**src/rtl/stim_agg_pkg.sv**
```systemverilog
`timescale 1ns/1ps
// Shared selector encoding, bit positions and reset values for the aggregator.
package stim_agg_pkg;
    localparam int WORD_W = 16;
    localparam int BYTE_W = 8;

    typedef enum logic [2:0] {
        SEL_STAT    = 3'd0,
        SEL_MASK    = 3'd1,
        SEL_AUX     = 3'd2,
        SEL_AUXMASK = 3'd3,
        SEL_TRIG    = 3'd4
    } sel_e;

    localparam int BIT_SRQ   = 0;
    localparam int BIT_INVAL = 1;
    localparam int BIT_AUX   = 7;
    localparam int BIT_OPER  = 8;

    localparam logic [WORD_W-1:0] STD_MASK_RST = 16'hFFFE;
    localparam logic [WORD_W-1:0] AUX_MASK_RST = 16'h0000;
endpackage

```
**src/rtl/stim_byte_seq.sv**
```systemverilog
`timescale 1ns/1ps
// Byte sequencer: tracks the high/low phase of a 16-bit transfer, holds the
// written high byte, and snapshots the addressed word at the high-byte strobe
// so both read bytes come from one value. Abort returns it to the high phase.
// Assumes the selector and channel stay steady across both strobes of a word.
module stim_byte_seq
    import stim_agg_pkg::*;
(
    input  logic              clk,
    input  logic              rst_n,
    input  logic              stb,
    input  logic              abort,
    input  logic [BYTE_W-1:0] wbyte,
    input  logic [WORD_W-1:0] cur_word,
    output logic              phase_q,
    output logic [WORD_W-1:0] snap_q,
    output logic [WORD_W-1:0] wr_word,
    output logic              word_done,
    output logic [BYTE_W-1:0] rbyte_q
);
    logic [BYTE_W-1:0] hi_q;

    // A word completes on a low-phase strobe that is not aborted.
    assign word_done = stb & phase_q & ~abort;
    assign wr_word   = {hi_q, wbyte};

    // Phase, held write byte, read snapshot and read byte.
    always_ff @(posedge clk) begin
        if (!rst_n) begin
            phase_q <= 1'b0;
            hi_q    <= '0;
            snap_q  <= '0;
            rbyte_q <= '0;
        end else if (abort) begin
            phase_q <= 1'b0;
        end else if (stb) begin
            phase_q <= ~phase_q;
            if (!phase_q) begin
                hi_q    <= wbyte;
                snap_q  <= cur_word;
                rbyte_q <= cur_word[WORD_W-1:BYTE_W];
            end else begin
                rbyte_q <= snap_q[BYTE_W-1:0];
            end
        end
    end
endmodule

```
**src/rtl/stim_regset.sv**
```systemverilog
`timescale 1ns/1ps
// One register set: standard status, mask, auxiliary status, auxiliary mask.
// Events set status bits; a read clears the returned bits, and an event in the
// same cycle wins. Bits 0 (summary) and 7 (auxiliary present) are derived.
// The global variant keeps bit 8 (operational) set and leaves it out of the
// summary.
module stim_regset
    import stim_agg_pkg::*;
#(
    parameter bit IS_GLOBAL = 1'b0
) (
    input  logic              clk,
    input  logic              rst_n,
    input  logic [WORD_W-1:0] ev_std,
    input  logic [WORD_W-1:0] ev_aux,
    input  logic              clr_std,
    input  logic              clr_aux,
    input  logic [WORD_W-1:0] clr_bits,
    input  logic              mask_we,
    input  logic              amask_we,
    input  logic [WORD_W-1:0] wdata,
    output logic [WORD_W-1:0] std_view,
    output logic [WORD_W-1:0] mask_q,
    output logic [WORD_W-1:0] aux_q,
    output logic [WORD_W-1:0] amask_q,
    output logic              srq,
    output logic              aux_hit
);
    localparam logic [WORD_W-1:0] DERIVED  = (WORD_W'(1) << BIT_SRQ) | (WORD_W'(1) << BIT_AUX);
    localparam logic [WORD_W-1:0] KEEP     = IS_GLOBAL ? (WORD_W'(1) << BIT_OPER) : '0;
    localparam logic [WORD_W-1:0] EV_OK    = ~DERIVED & ~KEEP;
    localparam logic [WORD_W-1:0] SUM_BITS = ~(WORD_W'(1) << BIT_SRQ) & ~KEEP;

    logic [WORD_W-1:0] std_q;
    logic [WORD_W-1:0] base;

    // Summary and auxiliary-present bits computed from the stored words.
    always_comb begin
        base          = std_q;
        base[BIT_AUX] = |aux_q;
        srq           = |(base & mask_q & SUM_BITS);
        std_view      = base;
        std_view[BIT_SRQ] = srq;
        aux_hit       = |(aux_q & amask_q);
    end

    // Standard status: OR in events, clear read bits, restore kept bits.
    always_ff @(posedge clk) begin
        if (!rst_n)
            std_q <= KEEP;
        else if (clr_std)
            std_q <= (std_q & ~clr_bits) | KEEP | (ev_std & EV_OK);
        else
            std_q <= std_q | (ev_std & EV_OK);
    end

    // Auxiliary status: all bits event driven, cleared by its own read.
    always_ff @(posedge clk) begin
        if (!rst_n)
            aux_q <= '0;
        else if (clr_aux)
            aux_q <= (aux_q & ~clr_bits) | ev_aux;
        else
            aux_q <= aux_q | ev_aux;
    end

    // Mask registers, loaded on a completed write.
    always_ff @(posedge clk) begin
        if (!rst_n) begin
            mask_q  <= STD_MASK_RST;
            amask_q <= AUX_MASK_RST;
        end else begin
            if (mask_we)  mask_q  <= wdata;
            if (amask_we) amask_q <= wdata;
        end
    end
endmodule

```
**src/rtl/stim_status_agg.sv**
```systemverilog
`timescale 1ns/1ps
// Status and interrupt mask aggregator: a global register set plus NUM_CH
// channel sets behind a two-strobe byte port, a range-checked trigger
// address register, and a registered active-low interrupt.
module stim_status_agg
    import stim_agg_pkg::*;
#(
    parameter int NUM_CH = 4,
    parameter int CH_W   = 8
) (
    input  logic                     clk,
    input  logic                     rst_n,
    input  logic                     bus_stb,
    input  logic                     bus_wr,
    input  logic [2:0]               bus_sel,
    input  logic [CH_W-1:0]          bus_chan,
    input  logic [BYTE_W-1:0]        bus_wbyte,
    input  logic                     bus_abort,
    output logic [BYTE_W-1:0]        bus_rbyte,
    input  logic [WORD_W-1:0]        ev_global,
    input  logic [WORD_W-1:0]        ev_global_aux,
    input  logic [NUM_CH*WORD_W-1:0] ev_chan,
    input  logic [NUM_CH*WORD_W-1:0] ev_chan_aux,
    output logic [CH_W-1:0]          trig_chan,
    output logic                     irq_n
);
    localparam int NSET = NUM_CH + 1;

    logic [NSET-1:0][WORD_W-1:0] view_w, mask_w, aux_w, amask_w, ev_std, ev_aux;
    logic [NSET-1:0]             srq_w, ahit_w, clr_std, clr_aux, mask_we, amask_we;
    logic [WORD_W-1:0]           cur_word, snap_q, wr_word, inval_ev;
    logic                        phase_q, word_done, trig_we, trig_bad;
    logic [CH_W-1:0]             trig_q;

    stim_byte_seq u_seq (
        .clk       (clk),
        .rst_n     (rst_n),
        .stb       (bus_stb),
        .abort     (bus_abort),
        .wbyte     (bus_wbyte),
        .cur_word  (cur_word),
        .phase_q   (phase_q),
        .snap_q    (snap_q),
        .wr_word   (wr_word),
        .word_done (word_done),
        .rbyte_q   (bus_rbyte)
    );

    // Trigger address write decode and range check.
    assign trig_we  = word_done & bus_wr & (bus_sel == SEL_TRIG);
    assign trig_bad = trig_we & (wr_word > WORD_W'(NUM_CH));
    assign inval_ev = WORD_W'(trig_bad) << BIT_INVAL;

    for (genvar g = 0; g < NSET; g++) begin : g_set
        localparam logic [CH_W-1:0] MY_CH = CH_W'(g);
        logic hit;
        assign hit = (bus_chan == MY_CH);

        if (g == 0) begin : g_glb
            assign ev_std[g] = ev_global | inval_ev;
            assign ev_aux[g] = ev_global_aux;
        end else begin : g_ch
            assign ev_std[g] = ev_chan[(g-1)*WORD_W +: WORD_W];
            assign ev_aux[g] = ev_chan_aux[(g-1)*WORD_W +: WORD_W];
        end

        assign clr_std[g]  = word_done & ~bus_wr & hit & (bus_sel == SEL_STAT);
        assign clr_aux[g]  = word_done & ~bus_wr & hit & (bus_sel == SEL_AUX);
        assign mask_we[g]  = word_done &  bus_wr & hit & (bus_sel == SEL_MASK);
        assign amask_we[g] = word_done &  bus_wr & hit & (bus_sel == SEL_AUXMASK);

        stim_regset #(.IS_GLOBAL(g == 0)) u_set (
            .clk      (clk),
            .rst_n    (rst_n),
            .ev_std   (ev_std[g]),
            .ev_aux   (ev_aux[g]),
            .clr_std  (clr_std[g]),
            .clr_aux  (clr_aux[g]),
            .clr_bits (snap_q),
            .mask_we  (mask_we[g]),
            .amask_we (amask_we[g]),
            .wdata    (wr_word),
            .std_view (view_w[g]),
            .mask_q   (mask_w[g]),
            .aux_q    (aux_w[g]),
            .amask_q  (amask_w[g]),
            .srq      (srq_w[g]),
            .aux_hit  (ahit_w[g])
        );
    end

    // Read word select; unknown channel numbers and selectors read zero.
    always_comb begin
        cur_word = '0;
        if (bus_sel == SEL_TRIG) begin
            cur_word = WORD_W'(trig_q);
        end else begin
            for (int i = 0; i < NSET; i++) begin
                if (bus_chan == CH_W'(i)) begin
                    case (bus_sel)
                        SEL_STAT:    cur_word = view_w[i];
                        SEL_MASK:    cur_word = mask_w[i];
                        SEL_AUX:     cur_word = aux_w[i];
                        SEL_AUXMASK: cur_word = amask_w[i];
                        default:     cur_word = '0;
                    endcase
                end
            end
        end
    end

    // Trigger address register: accept in-range values only.
    always_ff @(posedge clk) begin
        if (!rst_n)
            trig_q <= '0;
        else if (trig_we && !trig_bad)
            trig_q <= wr_word[CH_W-1:0];
    end
    assign trig_chan = trig_q;

    // Registered service request over both summary and auxiliary paths.
    always_ff @(posedge clk) begin
        if (!rst_n)
            irq_n <= 1'b1;
        else
            irq_n <= ~(|srq_w | |ahit_w);
    end
endmodule

```
**config.mk**
```make
export PLATFORM = sky130hd
export DESIGN_NAME = stim_status_agg
export DESIGN_NICKNAME = d
export VERILOG_FILES = /design/src/rtl/stim_agg_pkg.sv /design/src/rtl/stim_byte_seq.sv /design/src/rtl/stim_regset.sv /design/src/rtl/stim_status_agg.sv
export SDC_FILE = /design/constraint.sdc
export NUM_CORES = 1
export LEC_CHECK = 0
export ABC_CLOCK_PERIOD_IN_PS = 2670
export BUFFER_PORTS_ARGS = -buffer_cell sky130_fd_sc_hd__buf_2
export CAP_MARGIN = 30
export CORE_UTILIZATION = 45
export DETAILED_ROUTE_END_ITERATION = 12
export PLACE_DENSITY = 0.67
export SETUP_SLACK_MARGIN = 0.02
export SYNTH_ARGS = -nofsm -noshare
export SYNTH_HDL_FRONTEND = slang
export SYNTH_HIERARCHICAL = 1
export SYNTH_SLANG_ARGS = --single-unit
```
**constraint.sdc**
```tcl
create_clock -name clk -period 2.67 [get_ports clk]
set_input_delay 0.534 -clock clk [delete_from_list [all_inputs] [get_ports clk]]
set_output_delay 0.534 -clock clk [all_outputs]
set_load 0.005 [all_outputs]
```
Word level (Yosys, flattened, before mapping)
Cells that the tools add are included.
- bits in registers: 362
- latch bits: 0
- RAM bits: 0
- bits in read-only memories: 0
- input bits: 184
- output and inout bits: 17
- logic and storage cells: 160
- memories kept: 0
- $add $sub $neg: 0
- multipliers: 0
- divide/modulo/power cells: 0
- magnitude comparators: 1
- eq/ne operators: 8
- shift-type cells: 0
- muxes and demuxes: 22
- bitwise gates (word level): 84
- reductions and logical operators: 19
- operator list (kind ; number):
    AND 16 bit ; 20
    bitwise OR 16 bit ; 20
    one-hot mux 16 bit (4 select lines) ; 5
    2-to-1 mux 16 bit ; 16
    OR reduction 16 bit ; 5
    OR reduction 80 bit ; 1
    OR reduction 74 bit ; 1
    OR reduction 15 bit ; 4
    AND 1 bit ; 36
    == test 8 x 2 -> 1 bit (second input constant) ; 2
    > comparator 16 x 3 -> 1 bit (second input constant) ; 1
    inverter 16 bit ; 1
    bitwise OR 16 x 2 -> 16 bit ; 1
    OR reduction 14 bit ; 1
    == test 8 x 1 -> 1 bit (second input constant) ; 1
    == test 8 x 3 -> 1 bit (second input constant) ; 1
    zero test 8 bit ; 1
    2-to-1 mux 8 bit ; 1
    == test 3 x 2 -> 1 bit (second input constant) ; 2
    inverter 1 bit ; 5
    == test 3 x 1 -> 1 bit (second input constant) ; 1
    == test 3 bit (second input constant) ; 1
    zero test 3 bit ; 1
    AND reduction 3 bit ; 1
    other kinds (5) ; 5

Depth between registers and ports, before layout
Gate-level depths: netlist of the first run.
- word-level depth: 11
- gate-level depth with buffers: 11
- mapped depth without buffers: 10

By module
The synthesis of the first run kept the hierarchy.
- by module, submodules not included (module ; times used ; cells an instance ; area an instance (um^2)):
    stim_regset at g_set[1].u_set ... ; 4 ; 255 ; 2434.8
    stim_status_agg ; 1 ; 357 ; 3500.9
    stim_regset at g_set[0].u_set ; 1 ; 253 ; 2421.1
    stim_byte_seq ; 1 ; 156 ; 1437.6

Worst setup path before layout of the first run
Ideal clock, no wire load.
- path kind: input -> register
- start: input port bus_chan[5]
- end: register g_set[1].u_set.mask_q[13]
- library setup time: 0.129 ns
- arrival time: 2.663 ns
- required time: 2.541 ns
- setup slack: -0.123 ns
- stages: 10
- cell sequence: or4_1 -> buf_2 -> or2_1 -> buf_6 -> or3_4 -> nor2_1 -> buf_2 -> buf_4 -> mux2i_1 -> nand2_1
- cells in the longest elaborated chain, start to end: 3
- ends and longest elaborated chain (element ; line ; text):
    start, declared ; stim_status_agg.sv:16 ; input logic [CH_W-1:0] bus_chan,
    == test 8 x 1 -> 1 bit ; stim_status_agg.sv:57 ; assign hit = (bus_chan == MY_CH);
    AND 1 bit (2 in series) ; stim_status_agg.sv:69 ; assign mask_we[g] = word_done & bus_wr & hit & (bus_sel == SEL_MASK);
    named net mask_we[1] ; stim_status_agg.sv:30 ; logic [NSET-1:0] srq_w, ahit_w, clr_std, clr_aux, mask_we, amask_we;
    end signal, assigned ; stim_regset.sv:73 ; if (mask_we) mask_q <= wdata;
    end, declared ; stim_regset.sv:23 ; output logic [WORD_W-1:0] mask_q,
The timed path passes the listed nets, and every way through them passes these cells.
A chain may end at the register's enable or synchronous reset.

==> flow_summary.rst, run 1 <==
.. list-table::
   :header-rows: 1

   * - Metric
     - Value
   * - Filler Cell Count
     - between 3k and 4k
   * - Sequential share of the synthesized area
     - 41.21%
   * - Maximum number of buffers from clock root to sink
     - 3
   * - Distinct cell type count of the synthesized netlist
     - 60
   * - DRC violations left
     - 0
   * - Sum of routed wire length over all layers
     - about 64000 um
   * - Max VDD drop
     - ~0.43 mV
   * - FFs w/ async S/R, synth
     - 0%
   * - Post-synthesis sequential element count
     - between 300 and 400
   * - Cells along the critical path
     - nor4_1 -> nand4_1 -> a211o_1 -> mux2i_1 -> or4_1 -> o311ai_0 -> a32oi_1 -> o21ai_0 -> nand3_1 -> nand2_1
   * - Clock Pin Slew Worst Setup and Hold Paths
     - about 0.060 ns
   * - Signed area change from the synthesized netlist to the final layout
     - 20.71%
   * - Power per unit of standard cell area
     - around 600 nW/um^2
   * - Final cell count without fillers
     - 2563
   * - Via Count
     - ~15k
   * - Launching element type of the critical path
     - flip-flop
   * - Detailed router's first-iteration violation count
     - roughly 1.6k
   * - Skew final
     - 0.01290 ns
   * - Global router's overall resource usage
     - between 30% and 40%
   * - Number of hold violations in the final report
     - 0
   * - Placed wire-length estimate after detailed placement
     - 44910 um
   * - Placer congestion estimate
     - between 1 and 1.5
   * - Worst hold path type
     - input port to flip-flop
   * - Number of maximum-capacitance constraint violations
     - 0
   * - Number of antenna violations at the first check in global routing
     - 2
   * - Crit Reg-Reg Startpoint
     - g_set[1].u_set/aux_q[3]
   * - Yosys synthesis warning count
     - 6
   * - Nets
     - between 2k and 2.5k
   * - Cell count after synthesis
     - ~1.8k
   * - Leakage
     - 7.610 nW
   * - Placed cell count
     - ~2.5k
   * - Register area
     - between 7000 and 8000 um^2
   * - Top FF cell, synth
     - sky130_fd_sc_hd__dfxtp_1
   * - Via-to-Cell Ratio
     - around 6.0
   * - Setup repair after global routing missed its margin
     - false
   * - Post-synthesis cell area
     - 17100 um^2
   * - Htree depth
     - 2
   * - Vias in the first global route
     - about 14k
   * - # clock sinks
     - roughly 350
   * - Share of the clock period used by the worst path after layout
     - a little over nine tenths
   * - Die X
     - roughly 200 um
   * - Largest incremental delay on the critical path
     - about 0.40 ns
   * - Placement row count
     - 71
   * - Antenna-violating nets left
     - 0
   * - Number of synthesized flops with an enable pin
     - 0
   * - Data required time of the worst path
     - just over 3 ns
   * - Result of the run
     - finished clean
   * - Fin crit period
     - 2.612 ns
   * - Worst slack on hold paths
     - 0.2191 ns
   * - Max-slew violation count
     - 0
   * - Slew at the pin closest to its max-slew limit
     - 0.9351 ns
   * - Final count of negative-setup-slack endpoints
     - 0
   * - Port-buffer cells
     - 189
   * - Avg WL per Cell
     - ~25 um
   * - Total overflow reported by the global router
     - 0
   * - Startpoint of the worst setup timing path
     - g_set[1].u_set/aux_q[3]
   * - FMAX
     - approximately 380 MHz
   * - Largest fanout on the critical path
     - 4
   * - Wire length of the first global-routing pass
     - approximately 93000 um
   * - Core area
     - 37490 um^2
   * - Number of top-level pins
     - ~200
   * - Clock tree from TritonCTS
     - yes
   * - Net count after synthesis
     - 1970
   * - Arrival @ worst endpoint
     - 3.04 ns
   * - Critical Path Sink Type
     - flip-flop
   * - Cell chosen for the clock root
     - sky130_fd_sc_hd__clkbuf_16
   * - Worst-path cell with the longest stage delay
     - sky130_fd_sc_hd__a211o_1
   * - Number of detailed-route iterations in the first pass
     - 5
   * - Starting Density
     - between 40% and 50%
   * - Worst skew pair latency
     - about 0.55 ns
   * - Die outline area
     - between 30000 and 40000 um^2
   * - Most used cells in the layout excluding fill and tap cells
     - sky130_fd_sc_hd__dfxtp_1, sky130_fd_sc_hd__nand2_1, sky130_fd_sc_hd__nor2b_1
   * - Height of the die
     - about 200 um
   * - Average footprint of a synthesized cell
     - between 9 and 10 um^2
   * - Hold_buf cts
     - 0
   * - Critical path start-end classification
     - flip-flop to flip-flop
   * - Multi-input gate area in the final layout
     - ~9400 um^2
   * - Total CTS buffers
     - 40
   * - Most frequent standard cell in the layout excluding fill and tap cells
     - sky130_fd_sc_hd__dfxtp_1
   * - Postcts setup bufs
     - 0
   * - Proportion of layout cells with a drive suffix above 1
     - between 20% and 30%
   * - Max transition margin
     - approximately 38%
   * - Largest net degree at the start of global routing
     - 84
   * - Post-cts gate resize count
     - 0
   * - Hold Path Origin
     - ev_chan[12]
## report_power, final
group / internal [mW] / switching [mW] / leakage [nW]
Sequential: 5.43 / 0.205 / 2.89
Clock: 3.30 / 2.22 / 0.646
Combinational: 0.592 / 0.651 / 4.07
Total: 9.32 / 3.08 / 7.61
## metal layers
metal | up-vias | GRT usage [%] | share of wire, %
met2 | 827 | 48.55 | 43
met5 | - | 0 | 0.036
met4 | 4 | 14.81 | 4.7
met1 | 7404 | 45.20 | 42
met3 | 158 | 6.759 | 9.7
li1 | 6885 | - | -
## critical path, delay by kind of cell, from the launching register on
family	cells	cell delay, ns
AOI/OAI and AO/OA	4	1.08
DFF	1	0.38
muxes	1	0.16
and+or+nand+nor	5	0.90
## final cells by class
class / count / area share (%)
diodes: 1 / 0.01212
clock buffers: 55 / 5.565
clock inverters: 15 / 0.7699
inverters: 7 / 0.1273
multi-input cells: 1293 / 45.39
flip-flops and latches: 352 / 34.14
well taps: 511 / 3.098
repair buffers: 329 / 10.90
## Yosys cell counts, types with 26 or more instances
cell type	number	share of area (%)
sky130_fd_sc_hd__buf_4	26	1.1
sky130_fd_sc_hd__nor2b_1	243	8.9
sky130_fd_sc_hd__dfxtp_1	352	41
sky130_fd_sc_hd__nor4_1	26	0.95
sky130_fd_sc_hd__mux2i_1	207	12
sky130_fd_sc_hd__a22oi_1	37	1.6
sky130_fd_sc_hd__buf_2	45	1.3
sky130_fd_sc_hd__nor2_1	32	0.70
sky130_fd_sc_hd__mux4_2	63	8.3
sky130_fd_sc_hd__nand2_1	265	5.8
sky130_fd_sc_hd__nand3_1	45	1.3
sky130_fd_sc_hd__clkbuf_1	57	1.3
sky130_fd_sc_hd__a21oi_1	173	5.1
## sequential cells by signal, summed over array words and instances (netlist names)
signal	cells
g_set.u_set/std_q	70
g_set.u_set/mask_q	80
u_seq/snap_q	16
irq_n	1
g_set.u_set/amask_q	80
g_set.u_set/aux_q	80
u_seq/phase_q	1
trig_chan	8
u_seq/rbyte_q	8
u_seq/hi_q	8
## path summary, 6_finish.rpt
path	slack, ns	end	cells past startpoint
worst min register to register	0.45	g_set[0].u_set/std_q[8]	2
worst min-delay path	0.22	g_set[1].u_set/std_q[12]	3
worst max register to register	0.06	u_seq/snap_q[0]	10
worst max-delay path	0.06	u_seq/snap_q[0]	10
## kinds of logic after synthesis
group | after synthesis | share of synthesized area [%]
AO/OA/AOI/OAI | 326 | 12.22
XOR/XNOR | 1 | 0.05123
buffers and inverters | 141 | 4.171
flip-flops | 352 | 41.21
multiplexers | 270 | 20.42
AND/OR/NAND/NOR | 696 | 21.93
## through the flow
| stage | power, mW | TNS [ns] | instance area, um^2 | utilization, % | worst slack, ns |
|---|---|---|---|---|---|
| after global routing | 12.74 | 0 | 20640 | 55.05 | 0.02041 |
| final | 12.39 | 0 | 20640 | 55.06 | 0.05791 |
| after detailed placement | 6.959 | -1.375 | 19330 | 51.56 | -0.1393 |
| after global placement | 6.943 | -0.6417 | 19330 | 51.56 | -0.1276 |
| after CTS | 12.39 | 0 | 20640 | 55.05 | 0.1403 |
| after floorplan | 6.366 | 0 | 17160 | - | 0.01065 |
(Power assumes the default switching activity.)
==> inputs of run 2 (changes only) <==
BUFFER_PORTS_ARGS = unset   (was -buffer_cell sky130_fd_sc_hd__buf_2)
DONT_BUFFER_PORTS = 1   (was unset)
MAX_ROUTING_LAYER = met4   (was unset)
PLACE_DENSITY = unset   (was 0.67)
==> flow_summary.rst, run 2 (synthesis results as in run 1) <==
.. list-table::
   :header-rows: 1

   * - Metric
     - Value
   * - Slew at the pin closest to its max-slew limit
     - 0.9104 ns (was 0.9351 ns)
   * - Total overflow reported by the global router
     - 0 (unchanged)
   * - Largest incremental delay on the critical path
     - 0.49 ns (was 0.40 ns)
   * - Most used cells in the layout excluding fill and tap cells
     - sky130_fd_sc_hd__dfxtp_1, sky130_fd_sc_hd__nand2_1, sky130_fd_sc_hd__nor2b_1 (unchanged)
   * - Detailed router's first-iteration violation count
     - 1499 (was 1592)
   * - Die outline area
     - 38780 um^2 (unchanged)
   * - Skew final
     - 0.01554 ns (was 0.01290 ns)
   * - Via-to-Cell Ratio
     - 6.080 (was 5.961)
   * - Total CTS buffers
     - 40 (unchanged)
   * - Result of the run
     - finished clean (unchanged)
   * - Internal Dissipation
     - 8.856 mW (was 9.318 mW)
   * - Largest net degree at the start of global routing
     - 373 (was 84)
   * - Share of the clock period used by the worst path after layout
     - 98.41% (was 97.83%)
   * - Critical path start-end classification
     - flip-flop to flip-flop (unchanged)
   * - Starting Density
     - 45.61% (unchanged)
   * - Fin crit period
     - 2.628 ns (was 2.612 ns)
   * - Number of detailed-route iterations in the first pass
     - 5 (unchanged)
   * - Total net switching power
     - 2.776 mW (was 3.075 mW)
   * - Critical Path Sink Type
     - flip-flop (unchanged)
   * - Number of maximum-capacitance constraint violations
     - 0 (unchanged)
   * - Largest fanout on the critical path
     - 4 (unchanged)
   * - Number of top-level pins
     - 201 (unchanged)
   * - Port-buffer cells
     - 0 (was 189)
   * - Setup TNS Final
     - 0 ns (unchanged)
   * - Placer congestion estimate
     - 0.9799 (was 1.011)
   * - Clock Pin Slew Worst Setup and Hold Paths
     - 0.06 ns (about the same)
   * - Antenna-violating nets left
     - 0 (unchanged)
   * - Worst-path cell with the longest stage delay
     - sky130_fd_sc_hd__mux4_2 (was sky130_fd_sc_hd__a211o_1)
   * - Largest delay share family, worst path
     - compound AO/OA/AOI/OAI gates (unchanged)
   * - Core area
     - 37490 um^2 (unchanged)
   * - Number of hold violations in the final report
     - 0 (unchanged)
   * - Height of the die
     - 196.9 um (unchanged)
   * - R2r worst-path depth
     - 8 (was 10)
   * - Cell chosen for the clock root
     - sky130_fd_sc_hd__clkbuf_16 (unchanged)
   * - Switching portion of total power
     - 23.86% (was 24.81%)
   * - Critical path depth in cells
     - 8 (was 10)
   * - Htree depth
     - 2 (unchanged)
   * - Leakage
     - 6.495 nW (was 7.610 nW)
   * - Via Count
     - 14.11k (was 15.28k)
   * - Arrival @ worst endpoint
     - 3.08 ns (was 3.04 ns)
   * - Proportion of layout cells with a drive suffix above 1
     - 14.08% (was 24.52%)
   * - Combinational share of power
     - 6.8% (was 10.0%)
   * - # clock sinks
     - 352 (unchanged)
   * - Avg WL per Cell
     - 27.24 um (was 24.81 um)
   * - Filler Cell Count
     - 3526 (was 3431)
   * - Number of antenna violations at the first check in global routing
     - 5 (was 2)
   * - Clock tree from TritonCTS
     - yes (unchanged)
   * - Placed wire-length estimate after detailed placement
     - 42680 um (was 44910 um)
   * - Global router's overall resource usage
     - 33.28% (was 32.58%)
   * - Worst skew pair latency
     - 0.57 ns (was 0.55 ns)
   * - Share of the core filled with cells in the final layout
     - 50.94% (was 55.06%)
   * - Wire length of the first global-routing pass
     - 91140 um (was 92940 um)
   * - FMAX
     - 380.6 MHz (was 382.8 MHz)
   * - Cells along the critical path
     - nor4_1 -> nand4_1 -> a211o_1 -> mux4_2 -> a32oi_2 -> o21ai_0 -> nand3_1 -> nand2_1 (was nor4_1 -> nand4_1 -> a211o_1 -> mux2i_1 -> or4_1 -> o311ai_0 -> a32oi_1 -> o21ai_0 -> nand3_1 -> nand2_1)
   * - Postcts setup bufs
     - 0 (unchanged)
   * - Clock network fraction of total power
     - 44.7% (was 44.5%)
   * - Max-slew violation count
     - 0 (unchanged)
   * - Placement row count
     - 71 (unchanged)
   * - Setup repair after global routing missed its margin
     - false (unchanged)
   * - Worst hold path type
     - input port to flip-flop (unchanged)
   * - Signed area change from the synthesized netlist to the final layout
     - 11.68% (was 20.71%)
   * - Sum of routed wire length over all layers
     - 63200 um (was 63580 um)
   * - Most frequent standard cell in the layout excluding fill and tap cells
     - sky130_fd_sc_hd__dfxtp_1 (unchanged)
   * - Vias in the first global route
     - 13.44k (was 14.48k)
   * - Die X
     - 196.9 um (unchanged)
   * - Max VDD drop
     - 0.4160 mV (was 0.4323 mV)
   * - Max transition margin
     - 39.22% (was 37.57%)
   * - DRC violations left
     - 0 (unchanged)
   * - Hold_buf cts
     - 0 (unchanged)
   * - Registers with the most flip-flops
     - g_set.u_set/amask_q x80, g_set.u_set/aux_q x80, g_set.u_set/mask_q x80 (unchanged)
   * - Reg power frac
     - 48.5% (was 45.5%)
   * - Power per unit of standard cell area
     - 609.2 nW/um^2 (was 600.5 nW/um^2)
   * - Number of stages on the worst hold path
     - 1 (was 3)
   * - Launching element type of the critical path
     - flip-flop (unchanged)
   * - Data required time of the worst path
     - 3.12 ns (was 3.10 ns)
   * - Maximum number of buffers from clock root to sink
     - 3 (unchanged)
   * - Final count of negative-setup-slack endpoints
     - 0 (unchanged)
   * - Nets
     - 1966 (was 2207)
   * - Number of buffers and inverters on the critical path
     - 0 (unchanged)
## run 2: worst paths after layout
path,start,endpoint,slack [ns]
worst min register to register,g_set[0].u_set/std_q[8],g_set[0].u_set/std_q[8],0.46
worst min-delay path,bus_abort,u_seq/phase_q,0.05
worst max-delay path,g_set[0].u_set/aux_q[3],u_seq/snap_q[0],0.04
worst max register to register,g_set[0].u_set/aux_q[3],u_seq/snap_q[0],0.04
## run 2: power groups by stage
stage | combinational [mW] | sequential [mW] | clock [mW]
after floorplan | 0.698 | 5.67 | 0
after global placement | 0.769 | 5.74 | 0
after detailed placement | 0.777 | 5.74 | 0
after CTS | 0.780 | 5.63 | 5.26
after global routing | 0.840 | 5.65 | 5.49
final | 0.790 | 5.64 | 5.20
## run 2: final cells by class
cell class                      count  area, um^2  share of cell area [%]
Sequential cell                   352        7047                   36.90
Multi-Input combinational cell   1293        9382                   49.13
Clock inverter                      5       27.53                  0.1441
Timing Repair Buffer               88       798.3                   4.180
Inverter                            7       26.28                  0.1376
Tap cell                          511       639.4                   3.348
Clock buffer                       59        1164                   6.094
Antenna cell                        5       12.51                 0.06552
## run 2: stage by stage
step | power [mW] | cells | worst slack, ns | hold slack, ns | instance area, um^2
after floorplan | 6.366 | 1786 | 0.01065 | 0.4154 | 17160
after global placement | 6.508 | 2251 | -0.05671 | 0.4288 | 17880
after detailed placement | 6.521 | 2251 | -0.07972 | 0.4328 | 17880
after CTS | 11.67 | 2315 | 0.09620 | 0.02676 | 19070
after global routing | 11.98 | 2319 | 0.02121 | 0.02741 | 19090
final | 11.63 | 2320 | 0.04250 | 0.04502 | 19100
## run 2: layer usage
| metal | vias to the layer above | GRT usage [%] | wire (um) |
|---|---|---|---|
| met5 | - | - | 0 |
| li1 | 6397 | - | - |
| met1 | 6907 | 43.02 | 26360 |
| met4 | 0 | 11.94 | 2242 |
| met2 | 682 | 48.70 | 27570 |
| met3 | 120 | 10.51 | 7021 |
## run 2: timing repair
item,in CTS,in global routing
resized for setup,0,2
setup endpoints to repair,0,1
endpoints found under the hold margin,0,0
## run 2: worst reg2reg max path: stages, from the launching register on
cell and delay (ns):
sky130_fd_sc_hd__dfxtp_1 0.35, sky130_fd_sc_hd__nor4_1 0.39, sky130_fd_sc_hd__nand4_1 0.20, sky130_fd_sc_hd__a211o_1 0.40, sky130_fd_sc_hd__mux4_2 0.49, sky130_fd_sc_hd__a32oi_2 0.31, sky130_fd_sc_hd__o21ai_0 0.20, sky130_fd_sc_hd__nand3_1 0.10
sky130_fd_sc_hd__nand2_1 0.07
==> inputs of run 3 (changes only) <==
REMOVE_ABC_BUFFERS = 1   (was unset)
==> flow_summary.rst, run 3 (synthesis results as in run 1) <==
.. list-table::
   :header-rows: 1

   * - Metric
     - Value
   * - Starting Density
     - 45.61% (unchanged)
   * - Via Count
     - 14.11k (about the same)
   * - Total CTS buffers
     - 40 (unchanged)
   * - Filler Cell Count
     - 3560 (was 3526)
   * - Final cell count without fillers
     - 2326 (was 2320)
   * - Postcts setup bufs
     - 0 (unchanged)
   * - Number of top-level pins
     - 201 (unchanged)
   * - Registers with the most flip-flops
     - g_set.u_set/amask_q x80, g_set.u_set/aux_q x80, g_set.u_set/mask_q x80 (unchanged)
   * - Placement row count
     - 71 (unchanged)
   * - Avg WL per Cell
     - 27.19 um (was 27.24 um)
   * - Final standard cell area without fillers
     - 19210 um^2 (was 19100 um^2)
   * - Port-buffer cells
     - 0 (unchanged)
   * - Critical path start-end classification
     - flip-flop to flip-flop (unchanged)
   * - Core area
     - 37490 um^2 (unchanged)
   * - Largest fanout on the critical path
     - 4 (unchanged)
   * - Nets
     - 1971 (was 1966)
   * - Startpoint of the worst setup timing path
     - g_set[0].u_set/aux_q[14] (was g_set[0].u_set/aux_q[3])
   * - Fin crit period
     - 2.622 ns (was 2.628 ns)
   * - Share of the clock period used by the worst path after layout
     - 98.21% (was 98.41%)
   * - Worst-path cell with the longest stage delay
     - sky130_fd_sc_hd__mux4_2 (unchanged)
   * - Htree depth
     - 2 (unchanged)
   * - Critical Path Sink Type
     - flip-flop (unchanged)
   * - Final count of negative-setup-slack endpoints
     - 0 (unchanged)
   * - FMAX
     - 381.4 MHz (was 380.6 MHz)
   * - Global router's overall resource usage
     - 33.46% (was 33.28%)
   * - Largest net degree at the start of global routing
     - 373 (unchanged)
   * - Placed cell count
     - 2255 (was 2251)
   * - Die X
     - 196.9 um (unchanged)
   * - Hold Path Origin
     - bus_abort (unchanged)
   * - Worst skew pair latency
     - 0.57 ns (about the same)
   * - Leakage
     - 6.560 nW (was 6.495 nW)
   * - Cells along the critical path
     - nor4_1 -> nand4_1 -> a211o_1 -> mux4_2 -> a32oi_1 -> o21ai_0 -> nand3_1 -> nand2_1 (was nor4_1 -> nand4_1 -> a211o_1 -> mux4_2 -> a32oi_2 -> o21ai_0 -> nand3_1 -> nand2_1)
   * - Most used cells in the layout excluding fill and tap cells
     - sky130_fd_sc_hd__dfxtp_1, sky130_fd_sc_hd__nand2_1, sky130_fd_sc_hd__nor2b_1 (unchanged)
   * - Total overflow reported by the global router
     - 0 (unchanged)
   * - Height of the die
     - 196.9 um (unchanged)
   * - Largest incremental delay on the critical path
     - 0.52 ns (was 0.49 ns)
   * - Via-to-Cell Ratio
     - 6.064 (was 6.080)
   * - Most frequent standard cell in the layout excluding fill and tap cells
     - sky130_fd_sc_hd__dfxtp_1 (unchanged)
   * - Max-slew violation count
     - 0 (unchanged)
   * - Number of detailed-route iterations in the first pass
     - 6 (was 5)
   * - Data required time of the worst path
     - 3.12 ns (about the same)
   * - Result of the run
     - finished clean (unchanged)
   * - # clock sinks
     - 352 (unchanged)
   * - Largest delay share family, worst path
     - compound AO/OA/AOI/OAI gates (unchanged)
   * - Number of buffers and inverters on the critical path
     - 0 (unchanged)
   * - Power per unit of standard cell area
     - 623.9 nW/um^2 (was 609.2 nW/um^2)
   * - Number of antenna violations at the first check in global routing
     - 1 (was 5)
   * - Post-cts gate resize count
     - 0 (unchanged)
   * - Slew at the pin closest to its max-slew limit
     - 1.200 ns (was 0.9104 ns)
   * - Detailed router's first-iteration violation count
     - 1579 (was 1499)
   * - Antenna-violating nets left
     - 0 (unchanged)
   * - Max VDD drop
     - 0.4395 mV (was 0.4160 mV)
   * - Clock Pin Slew Worst Setup and Hold Paths
     - 0.06 ns (about the same)
   * - Skew final
     - 0.02182 ns (was 0.01554 ns)
   * - Number of maximum-capacitance constraint violations
     - 0 (unchanged)
   * - Arrival @ worst endpoint
     - 3.07 ns (was 3.08 ns)
   * - Sum of routed wire length over all layers
     - 63240 um (was 63200 um)
   * - Maximum number of buffers from clock root to sink
     - 3 (unchanged)
   * - Setup ws final
     - 0.04786 ns (was 0.04250 ns)
   * - Vias in the first global route
     - 13.65k (was 13.44k)
   * - Setup repair after global routing missed its margin
     - false (unchanged)
   * - Launching element type of the critical path
     - flip-flop (unchanged)
   * - Cell chosen for the clock root
     - sky130_fd_sc_hd__clkbuf_16 (unchanged)
   * - Placed wire-length estimate after detailed placement
     - 43400 um (was 42680 um)
   * - Power Total
     - 11.99 mW (was 11.63 mW)
   * - Clock tree from TritonCTS
     - yes (unchanged)
   * - Worst hold path type
     - input port to flip-flop (unchanged)
   * - Die outline area
     - 38780 um^2 (unchanged)
   * - Crit Reg-Reg Startpoint
     - g_set[0].u_set/aux_q[14] (was g_set[0].u_set/aux_q[3])
   * - Signed area change from the synthesized netlist to the final layout
     - 12.37% (was 11.68%)
   * - Number of hold violations in the final report
     - 0 (unchanged)
   * - Placer congestion estimate
     - 1.015 (was 0.9799)
   * - Hold_buf cts
     - 0 (unchanged)
   * - Wire length of the first global-routing pass
     - 92120 um (was 91140 um)
   * - Post-Place Worst Slack
     - -0.3236 ns (was -0.07972 ns)
   * - Max transition margin
     - 20.02% (was 39.22%)
   * - Proportion of layout cells with a drive suffix above 1
     - 14.45% (was 14.08%)
   * - DRC violations left
     - 0 (unchanged)
   * - Placed instance area
     - 17900 um^2 (was 17880 um^2)
   * - Setup TNS Final
     - 0 ns (unchanged)
-- run 3: changes by cell type in the layout (fill, tap and decap cells not counted), moves of 2 or more --
| cell | before | now |
|---|---|---|
| sky130_fd_sc_hd__buf_8 | 0 | 2 |
| sky130_fd_sc_hd__clkbuf_8 | 7 | 4 |
| sky130_fd_sc_hd__inv_6 | 0 | 2 |
| sky130_fd_sc_hd__diode_2 | 5 | 2 |
| sky130_fd_sc_hd__clkinv_2 | 4 | 6 |
| sky130_fd_sc_hd__bufinv_16 | 0 | 4 |
| sky130_fd_sc_hd__nor2_2 | 1 | 3 |
| sky130_fd_sc_hd__buf_4 | 77 | 81 |
| sky130_fd_sc_hd__nor2_1 | 32 | 30 |
-- run 3: stage by stage --
step | util, % | hold slack, ns
2_1_floorplan | - | 0.4141
3_3_place_gp | 47.72 | 0.4275
3_5_place_dp | 47.76 | 0.4444
4_1_cts | 51.20 | 0.03680
5_1_grt | 51.25 | 0.04138
6_report | 51.25 | 0.05038
-- run 3: layer usage --
layer / wire [um] / up-vias / global-route usage [%]
li1: - / 6408 / -
met2: 28730 / 641 / 50.84
met3: 5551 / 111 / 6.400
met1: 26130 / 6945 / 43.28
met4: 2820 / 0 / 14.87
met5: 0 / - / -
-- run 3: layout make-up --
class | count | area (um^2) | area share [%]
multi-input combinational | 1293 | 9369 | 48.76
inverter | 7 | 26.28 | 0.1367
tap | 511 | 639.4 | 3.327
clock buffer | 56 | 1122 | 5.841
clock inverter | 12 | 167.7 | 0.8726
timing repair buffer | 93 | 838.3 | 4.363
sequential | 352 | 7047 | 36.67
antenna | 2 | 5.005 | 0.02605
-- run 3: worst paths after layout --
path	endpoint	cells after the start	slack (ns)
setup reg to reg	u_seq/snap_q[0]	8	0.05
hold / removal	u_seq/phase_q	1	0.05
hold reg to reg	g_set[0].u_set/std_q[8]	2	0.46
setup / recovery	u_seq/snap_q[0]	8	0.05
-- run 3: report_power, final --
| group | switching (mW) | internal (mW) | leakage, nW |
|---|---|---|---|
| logic | 0.382 | 0.439 | 3.03 |
| clock network | 2.23 | 3.31 | 0.636 |
| registers | 0.199 | 5.43 | 2.89 |
| total | 2.81 | 9.18 | 6.56 |
